<file path="config.mk">
export PLATFORM = sky130hd
export DESIGN_NAME = irqc_top
export DESIGN_NICKNAME = d
export VERILOG_FILES = /design/src/rtl/irqc_pkg.sv /design/src/rtl/irqc_cor_flags.sv /design/src/rtl/irqc_w0c_flags.sv /design/src/rtl/irqc_summary.sv /design/src/rtl/irqc_top.sv
export SDC_FILE = /design/constraint.sdc
export NUM_CORES = 1
export LEC_CHECK = 0
export BUFFER_PORTS_ARGS = -buffer_cell sky130_fd_sc_hd__clkbuf_2
export CORE_MARGIN = 2
export CORE_UTILIZATION = 41
export DETAILED_ROUTE_END_ITERATION = 6
export GPL_ROUTABILITY_DRIVEN = 0
export PLACE_DENSITY = 0.76
export RECOVER_POWER = 100
export SYNTH_ARGS = -nofsm -noshare
export SYNTH_HDL_FRONTEND = slang
export SYNTH_SLANG_ARGS = --single-unit
</file>
<file path="constraint.sdc">
create_clock -name clk -period 1.27 [get_ports clk]
set_clock_uncertainty 0.2 [all_clocks]
set_input_delay 0.254 -clock clk [delete_from_list [all_inputs] [get_ports clk]]
set_output_delay 0.254 -clock clk [all_outputs]
set_load 0.05 [all_outputs]
</file>
<file path="src/rtl/irqc_pkg.sv">
package irqc_pkg;

    localparam int NUM_COR = 3;
    localparam int NUM_W0C = 3;
    localparam int NUM_SRC = NUM_COR + NUM_W0C;
    localparam int STAT_W  = 8;
    localparam int PAD_W   = STAT_W - 1 - NUM_COR;

    typedef struct packed {
        logic [NUM_W0C-1:0] w0c;
        logic [NUM_COR-1:0] cor;
    } src_vec_t;

    function automatic logic [STAT_W-1:0] pack_status(input logic summ,
                                                      input logic [NUM_COR-1:0] cor);
        logic [STAT_W-1:0] r;
        r = '0;
        r[STAT_W-1] = summ;
        for (int k = 0; k < NUM_COR; k++) begin
            r[STAT_W-2-k] = cor[k];
        end
        return r;
    endfunction

endpackage

</file>
<file path="src/rtl/irqc_cor_flags.sv">
module irqc_cor_flags #(
    parameter int N = 3
) (
    input  logic         clk,
    input  logic         rst,
    input  logic [N-1:0] ev_i,
    input  logic         rd_i,
    output logic [N-1:0] flags_o
);
    logic [N-1:0] flags_q;
    logic [N-1:0] park_q;
    logic         rd_q;
    logic         rd_done;

    assign rd_done = rd_q && !rd_i;

    always_ff @(posedge clk) begin
        if (rst) begin
            flags_q <= '0;
            park_q  <= '0;
            rd_q    <= 1'b0;
        end else begin
            rd_q <= rd_i;
            if (rd_i) begin
                park_q <= park_q | ev_i;
            end else if (rd_done) begin
                flags_q <= park_q | ev_i;
                park_q  <= '0;
            end else begin
                flags_q <= flags_q | ev_i;
            end
        end
    end

    assign flags_o = flags_q;


    read_freeze_chk: assert property (@(posedge clk) disable iff (rst)
        (rd_i && rd_q) |-> $stable(flags_q));


    set_outside_read_chk: assert property (@(posedge clk) disable iff (rst)
        (!rd_i && !rd_q && (|ev_i)) |=> ((flags_q & $past(ev_i)) == $past(ev_i)));

endmodule

</file>
<file path="src/rtl/irqc_w0c_flags.sv">
module irqc_w0c_flags #(
    parameter int N = 3
) (
    input  logic         clk,
    input  logic         rst,
    input  logic [N-1:0] ev_i,
    input  logic         wr_i,
    input  logic [N-1:0] wdata_i,
    output logic [N-1:0] flags_o
);
    logic [N-1:0] flags_q;
    logic [N-1:0] keep_mask;

    assign keep_mask = wr_i ? wdata_i : '1;

    always_ff @(posedge clk) begin
        if (rst) begin
            flags_q <= '0;
        end else begin
            flags_q <= (flags_q & keep_mask) | ev_i;
        end
    end

    assign flags_o = flags_q;


    hold_no_write_chk: assert property (@(posedge clk) disable iff (rst)
        (!wr_i && !(|ev_i)) |=> $stable(flags_q));


    write_one_noop_chk: assert property (@(posedge clk) disable iff (rst)
        (wr_i && (&wdata_i) && !(|ev_i)) |=> $stable(flags_q));

endmodule

</file>
<file path="src/rtl/irqc_summary.sv">
module irqc_summary #(
    parameter int N = 6
) (
    input  logic [N-1:0] flags_i,
    input  logic [N-1:0] en_i,
    output logic         any_o
);
    logic [N-1:0] term;

    for (genvar k = 0; k < N; k++) begin : g_term
        assign term[k] = flags_i[k] & en_i[k];
    end

    assign any_o = |term;

endmodule

</file>
<file path="src/rtl/irqc_top.sv">
module irqc_top
    import irqc_pkg::*;
(
    input  logic                clk,
    input  logic                rst,
    input  logic [NUM_SRC-1:0]  ev_i,
    input  logic                stat_rd,
    output logic [STAT_W-1:0]   stat_rdata,
    input  logic                en_wr,
    input  logic [NUM_SRC-1:0]  en_wdata,
    output logic [NUM_SRC-1:0]  en_q,
    input  logic                xf_wr,
    input  logic [NUM_W0C-1:0]  xf_wdata,
    output logic [NUM_W0C-1:0]  xf_q,
    output logic                irq_drive_low
);
    src_vec_t           ev_s;
    src_vec_t           flag_s;
    logic [NUM_SRC-1:0] en_r;
    logic               summ;

    assign ev_s = src_vec_t'(ev_i);

    always_ff @(posedge clk) begin
        if (rst) begin
            en_r <= '0;
        end else if (en_wr) begin
            en_r <= en_wdata;
        end
    end

    irqc_cor_flags #(.N(NUM_COR)) cor_i (
        .clk     (clk),
        .rst     (rst),
        .ev_i    (ev_s.cor),
        .rd_i    (stat_rd),
        .flags_o (flag_s.cor)
    );

    irqc_w0c_flags #(.N(NUM_W0C)) w0c_i (
        .clk     (clk),
        .rst     (rst),
        .ev_i    (ev_s.w0c),
        .wr_i    (xf_wr),
        .wdata_i (xf_wdata),
        .flags_o (flag_s.w0c)
    );

    irqc_summary #(.N(NUM_SRC)) sum_i (
        .flags_i (flag_s),
        .en_i    (en_r),
        .any_o   (summ)
    );

    assign stat_rdata    = pack_status(summ, flag_s.cor);
    assign en_q          = en_r;
    assign xf_q          = flag_s.w0c;
    assign irq_drive_low = summ;


    no_enable_quiet_chk: assert property (@(posedge clk) disable iff (rst)
        !(|en_r) |-> !irq_drive_low);


    no_flag_quiet_chk: assert property (@(posedge clk) disable iff (rst)
        !(|flag_s) |-> !irq_drive_low);


    stat_low_zero_chk: assert property (@(posedge clk) disable iff (rst)
        stat_rdata[PAD_W-1:0] == '0);


    enable_set_flag_chk: assert property (@(posedge clk) disable iff (rst)
        (en_wr && !stat_rd && !xf_wr && (|(en_wdata & flag_s))) |=> irq_drive_low);

endmodule

</file>
==> out/qor_table.md <==
| Result | Reported | Unit |
|---|---|---|
| H-tree levels | 1 | - |
| Clock buffers created by TritonCTS | 3 | - |
| Final HPWL from detailed placement | 1.19 | mm |
| Critical path data arrival time | 1180 | ps |
| Failing checks | setup timing | - |
| #FFs+latches synth | 16 | - |
| Count of vias placed by the detailed router | 764 | - |
| Die outline area | 1950 | um^2 |
| Final hold violation count | 0 | - |
| Number of warnings printed during yosys synthesis | 0 | - |
| Setup total negative slack | -2110 | ps |
| Overall overflow remaining after global route | 0 | - |
| Cell count of the worst reg-to-reg path | 5 | - |
| I/O pin count | 38 | - |
| Hold worst-path end | en_q[2] | - |
| Hold crit path type | in -> reg | - |
| Number of antenna-violating nets in the routed design | 0 | - |
| Utilization of the core after routing | 90.0 | % |
| Worst slew pin tran | 702 | ps |
| Pin count of the biggest net entering global routing | 17 | - |
| Number of distinct library cells after synthesis | 14 | - |
| Flop2flop setup slack | 0 | ps |
| Fraction of the yosys area taken by sequential cells | 48.4 | % |
| Worst path required time | 820 | ps |
| Post-synthesis cell area | 662 | um^2 |
| Via count of the first global-routing pass | 786 | - |
| Post-Place Worst Slack | -81.5 | ps |
| Worst setup EP type | output port | - |
| Max Root-Sink Buffers | 2 | - |
| Antenna violations before repair | 0 | - |
| Core Region | 1510 | um^2 |
| Number of placement rows | 14 | - |
| Count of final max-slew check failures | 0 | - |
| Number of antenna diodes | 0 | - |
| Leakage power | 0.637 | nW |
| Global-route wire length before repair | 3.57 | mm |
| Worst-case setup margin in the final layout | -361 | ps |
| Synth-to-Final Area Change | 105 | % |
| Power density over the cells | 1010 | nW/um^2 |
| Number of cells produced by synthesis | 75 | - |
| Hold path cells | 3 | - |
| GRT Resource Usage Total | 25.7 | % |
| Worst-case hold slack | 12.4 | ps |
| Overall power | 1.38 | mW |
| TritonCTS clock tree | done | - |
| Clock-pin slew of the registers on the worst-case setup and hold paths | 100 | ps |
| Total iterations of the first detailed-routing run | 4 | - |
| Final clock period utilization by the worst path | 128 | % |
| Final setup viols | 15 | - |
| Vias per inst | 5.23 | - |
| Result of the run | complete, but fails checks | - |
| DR DRC count | 0 | - |
| DRC violation total after the first TritonRoute iteration | 8 | - |
| Overall routed net length | 2.52 | mm |
| Worst reg2reg startpoint | en_q[0] | - |
| Net total in the final layout | 151 | - |
| RSZ-0062 raised after global routing | true | - |
| Worst-path maximum fanout | 2 | - |
| Average wire per cell in the routed design | 17.3 | um |
| Horizontal die dimension | 44.2 | um |
| Worst Hold Launch | en_wdata[2] | - |
| Type of element launching the critical path | flop | - |
| Maximum ir drop on the vdd rail | 0.000771 | V |
| Cell at the root of the clock tree | sky130_fd_sc_hd__clkbuf_4 | - |
| Share of cells above drive strength 1 | 53.8 | % |
| Highest clock frequency the design can meet | 0.613 | GHz |
| Effective utilization at floorplan | 43.9 | % |
| Vertical die dimension | 44.2 | um |
| Number of I/O port buffers | 33 | - |
| Worst relative slew slack | 53.2 | % |
| CTS Sinks | 16 | - |
| Number of maximum-capacitance violations | 0 | - |
| Capturing point of the worst reg2reg path | en_q[0] | - |
| Synthesized area per cell | 8.83 | um^2 |
| Clk_lat worst skew | 280 | ps |
| Post-route minimum period | 1630 | ps |
| Leading cell types in the layout, fill and taps excluded | sky130_fd_sc_hd__nor2_1 (18), sky130_fd_sc_hd__clkbuf_2 (18), sky130_fd_sc_hd__buf_6 (13) | - |
| WS Path Type | reg -> out | - |
## worst max-delay path by stage
stage	start	slack (ps)	cells past startpoint	endpoint
2_1_floorplan	cor_i.flags_o[1]	-230	3	stat_rdata[7]
3_3_place_gp	cor_i.flags_o[2]	-70	3	irq_drive_low
3_5_place_dp	cor_i.flags_o[2]	-80	3	irq_drive_low
4_1_cts	cor_i.flags_o[0]	-340	3	irq_drive_low
6_report	en_q[0]	-360	3	irq_drive_low
5_1_grt	cor_i.flags_o[0]	-400	3	irq_drive_low
## routing by layer
| metal | global-route usage (%) | up-vias | wire length, um |
|---|---|---|---|
| met1 | 26.5 | 363 | 918 |
| met4 | 19.4 | 0 | 155 |
| met5 | 0 | - | 0 |
| met2 | 46.8 | 34 | 1380 |
| li1 | - | 355 | - |
| met3 | 2.86 | 12 | 72 |
## state kept, by name, indices dropped and copies added (netlist names)
signal / count
cor_i.flags_o: 3
cor_i.park_q: 3
cor_i.rd_q: 1
en_q: 6
w0c_i.flags_o: 3
## final cells by class
type,instances,area (um^2)
clock buffer,4,26.3
fill,57,150
multi-input combinational,55,333
sequential,16,342
tap,16,20.0
timing repair buffer,55,636
## through the flow
step                cells  area (um^2)
finish                146         1360
global route          146         1360
CTS                   141         1310
detailed placement    132          953
global placement      132          953
floorplan              78          733
## report_power, final
group | switching, mW | internal [mW]
registers | 0.0328 | 0.539
clock network | 0.158 | 0.122
logic | 0.267 | 0.257
total | 0.457 | 0.918
## cell usage after synthesis
library cell / n / area, um^2
sky130_fd_sc_hd__conb_1: 1 / 3.75
sky130_fd_sc_hd__o21a_1: 3 / 22.5
sky130_fd_sc_hd__nor2b_2: 1 / 8.76
sky130_fd_sc_hd__mux2i_1: 6 / 60.1
sky130_fd_sc_hd__dfxtp_1: 16 / 320
sky130_fd_sc_hd__nor2_1: 18 / 67.6
sky130_fd_sc_hd__buf_4: 5 / 37.5
sky130_fd_sc_hd__o21ai_0: 3 / 15.0
sky130_fd_sc_hd__nand2b_1: 6 / 37.5
sky130_fd_sc_hd__a22oi_1: 3 / 22.5
sky130_fd_sc_hd__nor2b_1: 1 / 6.26
sky130_fd_sc_hd__a21oi_1: 9 / 45.0
sky130_fd_sc_hd__buf_2: 2 / 10.0
sky130_fd_sc_hd__nand3_1: 1 / 5.00
## kinds of logic (layout without fill, tap and decap cells)
logic type      count (synthesis)  in the layout  synth area share [%]
buf+inv                         7             59                  7.18
mux                             6              6                  9.07
other cells                     1              4                 0.567
simple gates                   27             27                  18.9
flops                          16             16                  48.4
compound gates                 18             18                  15.9
## critical path: stages (launching register included)
cell                      delay, ps
sky130_fd_sc_hd__dfxtp_2        350
sky130_fd_sc_hd__a22oi_2        260
sky130_fd_sc_hd__nand3_4        130
sky130_fd_sc_hd__buf_8          170
## what timing repair did
item                                   in CTS  in global routing
endpoints found under the hold margin       3                  0
pin swaps                                   0                  2
gates cloned                                0                  0
buffers inserted                            2                  9
setup endpoints to repair                  14                 17
gates resized for setup                    49                 11
hold buffers                                3                  0
Note: power is estimated with default switching activity, not from simulation.
